## config.mk

```make
export PLATFORM = sky130hd
export DESIGN_NAME = secded_codec
export DESIGN_NICKNAME = d
export VERILOG_FILES = /design/src/rtl/secded_pkg.sv /design/src/rtl/secded_enc.sv /design/src/rtl/secded_syn.sv /design/src/rtl/secded_fix.sv /design/src/rtl/secded_codec.sv
export SDC_FILE = /design/constraint.sdc
export NUM_CORES = 1
export LEC_CHECK = 0
export CORE_ASPECT_RATIO = 1.1
export CORE_MARGIN = 2
export CORE_UTILIZATION = 45
export CTS_BUF_LIST = sky130_fd_sc_hd__clkbuf_8 sky130_fd_sc_hd__clkbuf_16
export CTS_CLUSTER_DIAMETER = 150
export DETAILED_ROUTE_END_ITERATION = 6
export GPL_ROUTABILITY_DRIVEN = 1
export PLACE_DENSITY_LB_ADDON = 0.12
export SLEW_MARGIN = 20
export SYNTH_ARGS = -nofsm -noshare
export SYNTH_HDL_FRONTEND = slang
export SYNTH_HIERARCHICAL = 1
export SYNTH_SLANG_ARGS = --single-unit
export TNS_END_PERCENT = 1
```

## constraint.sdc

```tcl
create_clock -name clk -period 10.5 [get_ports clk]
set_input_delay 2.1 -clock clk [delete_from_list [all_inputs] [get_ports clk]]
set_output_delay 2.1 -clock clk [all_outputs]
set_load 0.01 [all_outputs]
```

## src/rtl/secded_pkg.sv

```systemverilog
package secded_pkg;
    localparam int DATA_W = 64;
    localparam int CHK_W  = 8;
    localparam int CODE_W = DATA_W + CHK_W;

    typedef logic [DATA_W-1:0] data_t;
    typedef logic [CHK_W-1:0]  chk_t;

    // Stored word: check byte in the upper bits.
    typedef struct packed {
        chk_t  chk;
        data_t data;
    } code_t;

    typedef struct packed {
        data_t data;
        chk_t  syn;
        logic  ce;
        logic  ue;
    } dec_res_t;

    // Column table, data bit 0 in the least significant byte.
    localparam logic [DATA_W*CHK_W-1:0] COL_TABLE = {
        8'h0b, 8'h0e, 8'h13, 8'h15, 8'h16, 8'h19, 8'h1a, 8'h1c,
        8'h23, 8'h25, 8'h26, 8'h29, 8'h2a, 8'h2c, 8'h31, 8'h34,
        8'h4a, 8'h4f, 8'h52, 8'h54, 8'h57, 8'h58, 8'h5b, 8'h5e,
        8'h62, 8'h64, 8'h67, 8'h68, 8'h6b, 8'h6d, 8'h70, 8'h75,
        8'h8a, 8'h8f, 8'h92, 8'h94, 8'h97, 8'h98, 8'h9b, 8'h9d,
        8'ha2, 8'ha4, 8'ha7, 8'ha8, 8'hab, 8'had, 8'hb0, 8'hb5,
        8'hcb, 8'hce, 8'hd3, 8'hd5, 8'hd6, 8'hd9, 8'hda, 8'hdc,
        8'he3, 8'he5, 8'he6, 8'he9, 8'hea, 8'hec, 8'hf1, 8'hf4
    };

    function automatic chk_t col_of(input int idx);
        return COL_TABLE[idx*CHK_W +: CHK_W];
    endfunction
endpackage

```

## src/rtl/secded_enc.sv

```systemverilog
module secded_enc
    import secded_pkg::*;
(
    input  data_t d_i,
    output chk_t  c_o
);
    always_comb begin
        c_o = '0;
        for (int i = 0; i < DATA_W; i++) begin
            c_o = c_o ^ (col_of(i) & {CHK_W{d_i[i]}});
        end
    end
endmodule

```

## src/rtl/secded_syn.sv

```systemverilog
module secded_syn
    import secded_pkg::*;
(
    input  code_t code_i,
    output chk_t  syn_o
);
    chk_t recomputed;

    secded_enc u_regen (
        .d_i (code_i.data),
        .c_o (recomputed)
    );

    assign syn_o = recomputed ^ code_i.chk;
endmodule

```

## src/rtl/secded_fix.sv

```systemverilog
module secded_fix
    import secded_pkg::*;
(
    input  data_t    d_i,
    input  chk_t     syn_i,
    output dec_res_t res_o
);
    data_t hit;
    logic  chk_hit;

    // One comparator per data column; columns are distinct, so at most one fires.
    for (genvar i = 0; i < DATA_W; i++) begin : g_col
        assign hit[i] = (syn_i == col_of(i));
    end

    assign chk_hit = (syn_i != '0) && ((syn_i & (syn_i - 1'b1)) == '0);

    always_comb begin
        res_o.syn  = syn_i;
        res_o.ce   = (|hit) || chk_hit;
        res_o.ue   = (syn_i != '0) && !((|hit) || chk_hit);
        res_o.data = d_i ^ hit;
    end
endmodule

```

## src/rtl/secded_codec.sv

```systemverilog
module secded_codec
    import secded_pkg::*;
#(
    parameter bit OUT_REG = 1'b1
) (
    input  logic              clk,
    input  logic              rst,
    input  logic [63:0]       enc_data_i,
    output logic [7:0]        enc_chk_o,
    input  logic [71:0]       dec_code_i,
    output logic [63:0]       dec_data_o,
    output logic [7:0]        dec_syn_o,
    output logic              dec_ce_o,
    output logic              dec_ue_o
);
    code_t    rx;
    chk_t     enc_c;
    chk_t     syn;
    dec_res_t res;

    assign rx = code_t'(dec_code_i);

    secded_enc u_enc (
        .d_i (enc_data_i),
        .c_o (enc_c)
    );

    secded_syn u_syn (
        .code_i (rx),
        .syn_o  (syn)
    );

    secded_fix u_fix (
        .d_i   (rx.data),
        .syn_i (syn),
        .res_o (res)
    );

    if (OUT_REG) begin : g_reg
        chk_t     enc_q;
        dec_res_t res_q;
        always_ff @(posedge clk) begin
            if (rst) begin
                enc_q <= '0;
                res_q <= '0;
            end else begin
                enc_q <= enc_c;
                res_q <= res;
            end
        end
        assign enc_chk_o  = enc_q;
        assign dec_data_o = res_q.data;
        assign dec_syn_o  = res_q.syn;
        assign dec_ce_o   = res_q.ce;
        assign dec_ue_o   = res_q.ue;
    end else begin : g_comb
        assign enc_chk_o  = enc_c;
        assign dec_data_o = res.data;
        assign dec_syn_o  = res.syn;
        assign dec_ce_o   = res.ce;
        assign dec_ue_o   = res.ue;
    end
endmodule

```

==> flow_summary.ini <==
[outcome]
outcome = finished clean

[cts]
cts.sink_count = 82
clockRootBuffer = clkbuf_16
cts-resized-gates = 0
numCtsBuffers = 9
hold_buffers = 0
clk_path_buf_depth = 2
post-cts-setup-buffers = 0
tritoncts = built
htree_levels = 3
cts.clk_slew.worst_paths_ps = 70

[synth]
yosysUniqueCellTypes = 59
avgSynthCellArea_sq_um = 9.65
yosys.area.top_type = xnor2_1
synthArstFlopShare = 0
synth_area_leaders = xnor2_1, dfxtp_1, nor2b_2, xor2_1, xnor3_1
synth_cells = 744
synth_nets = 882
yosysWarnings = 6
synth-main-ff-cell = dfxtp_1
ys_seq_area_frac = 0.229
synth_area_sq_um = 7180
yosysTopAreaCellShare = 0.284
synth-seq-cells = 82
synth_edf_count = 0

[routing]
top_layer = met4
wirelength_microns = 23600
drt_pass1_iterations = 5
route.detailed.drc = 0
dr_total_vias = 5924
viasPerCell = 5.16
initialDrtViolationCount = 416
wire_per_inst_microns = 20.6
dr_wl_met3_microns = 1540
m1WireLength_microns = 9610
wl_met2_microns = 12000
ant_nets = 0

[floorplanning]
die_area_sq_um = 17000
initial_core_util = 0.458
ios = 220
die_w_microns = 124
core_area_sq_um = 15700
die_y_microns = 136
fp-row-count = 48

[hold_path]
holdCritPathClass = input port to register
worstHoldStart = rst

[finish]
n_fill_cell = 1330
area_growth_pct = 35.8
multiInputGateArea_sq_um = 5250
drive_above_1_share = 0.147
final_cell_mix = xnor2_1, clkdlybuf4s50_1, dfxtp_1
final_common_cell = xnor2_1
finish.utilization = 0.622
regArea_sq_um = 1640
n_antenna_cell = 0
finalNetCount = 1080

[critical_path]
arrival_ps = 6870
required_ps = 10720
endpoint = dec_ce_o
startpoint = dec_code_i[49]
end_kind = register
worst-setup-path-type = input port to register
path_max_fanout = 40
setup.worst_path.start_class = input port

[place]
port_buffers = 219
pre_cts_slack_ps = 3620
place_hpwl_microns = 19000
routabilityCongestion = 0.962

[job]
maxCapViolCount = 0

[global_route]
grt_max_degree = 43
grt_pass1_vias = 6109
grt_overflow_total = 0
track_usage = 0.275
grt_first_pass_wirelength_microns = 35600
antenna_found_initial = 0

[sta]
drv_slew = 0
fin_setup_tns_ps = 0
period_needed_ps = 6650
max_clock_freq_ghz = 0.150
setup_ws_ps = 3850
tightest_slew_ps = 1150
timing.slew.headroom = 0.222
holdWs_ps = 2240
hold_viol = 0
fin_crit_sh = 0.633
rsz0062_at_grt = no
setup-violations-final = 0

[power_and_ir_drop]
leakage_nw = 3.57
power.total_w = 0.00311
p_per_area_nw_per_um2 = 319
vdd_drop_max_mv = 0.369
## stage by stage
step                cell area, sq um  cells
finish                          9750   1147
global route                    9750   1147
CTS                             9750   1147
detailed placement              9480   1131
global placement                9450   1130
floorplan                       7180    744
## metal layers
metal,track usage,vias up
met5,0,-
met4,0.0718,0
met3,0.0582,30
met2,0.492,252
met1,0.336,2842
li1,-,2800
## critical path: stages
cell and delay [ps]:
clkdlybuf4s50_1 510, xnor2_1 340, xnor2_1 180, xnor2_1 160, xnor3_1 440, xnor2_1 470, xor2_2 160, buf_4 390
and4b_1 340, nand3_1 200, nand4_1 180, or4_1 560, or4_1 450, or2_1 230, nor2b_2 150
## logic make-up after synthesis
group | Yosys count | synth area share
XOR/XNOR | 339 | 0.463
AND/OR/NAND/NOR | 235 | 0.227
flip-flops | 82 | 0.229
buffers and inverters | 53 | 0.0474
AO/OA/AOI/OAI | 34 | 0.0329
multiplexers | 1 | 0.00139
## layout make-up
class	count	area share
Clock inverter	7	0.00552
Timing Repair Buffer	236	0.237
Sequential cell	82	0.168
Clock buffer	9	0.0231
Multi-Input combinational cell	609	0.539
Tap cell	200	0.0257
Inverter	4	0.00154
## flip-flops by register name, summed over array words and instances, names as in the netlist
| signal | count |
|---|---|
| dec_syn_o | 8 |
| dec_data_o | 64 |
| enc_chk_o | 8 |
| dec_ue_o | 1 |
| dec_ce_o | 1 |
## how the worst min path moves through the flow
stage | to | slack [ps] | depth (start not counted)
after floorplan | dec_data_o[10] | 2320 | 2
after global placement | dec_data_o[10] | 2610 | 2
after detailed placement | dec_data_o[10] | 2620 | 2
after CTS | dec_data_o[10] | 2250 | 2
after global routing | dec_data_o[10] | 2250 | 2
final | dec_data_o[10] | 2240 | 2
## synth_stat cells (2+ instances only)
library cell	count
or4_1	4
nand2_1	52
nor2b_1	6
a21oi_1	7
clkbuf_1	11
xnor3_2	2
xnor2_1	233
buf_2	14
nand3b_1	3
nor4b_1	5
o21ai_0	5
nor3_1	7
nor4_1	4
a31oi_1	3
nand4_1	9
a211oi_1	2
inv_1	4
nor2_1	13
nand4bb_1	2
or4bb_1	2
nor4bb_1	9
xnor3_1	18
a2111oi_0	3
nand4b_1	3
o2111ai_1	2
buf_6	12
nor3b_1	2
xnor2_2	10
buf_1	3
or3_1	2
and4b_1	7
nand2b_1	6
o31ai_1	2
nand3_1	8
buf_4	9
dfxtp_1	82
xor2_1	76
nor2b_2	80
or4b_2	2
## where the power goes
part           leakage (nW)  internal [W]  switching [W]  total [W]
sequential            0.683      0.000371      0.0000173   0.000388
clock                 0.134      0.000162       0.000137   0.000298
combinational          2.76      0.000992        0.00144    0.00243
(Power assumes the default switching activity.)
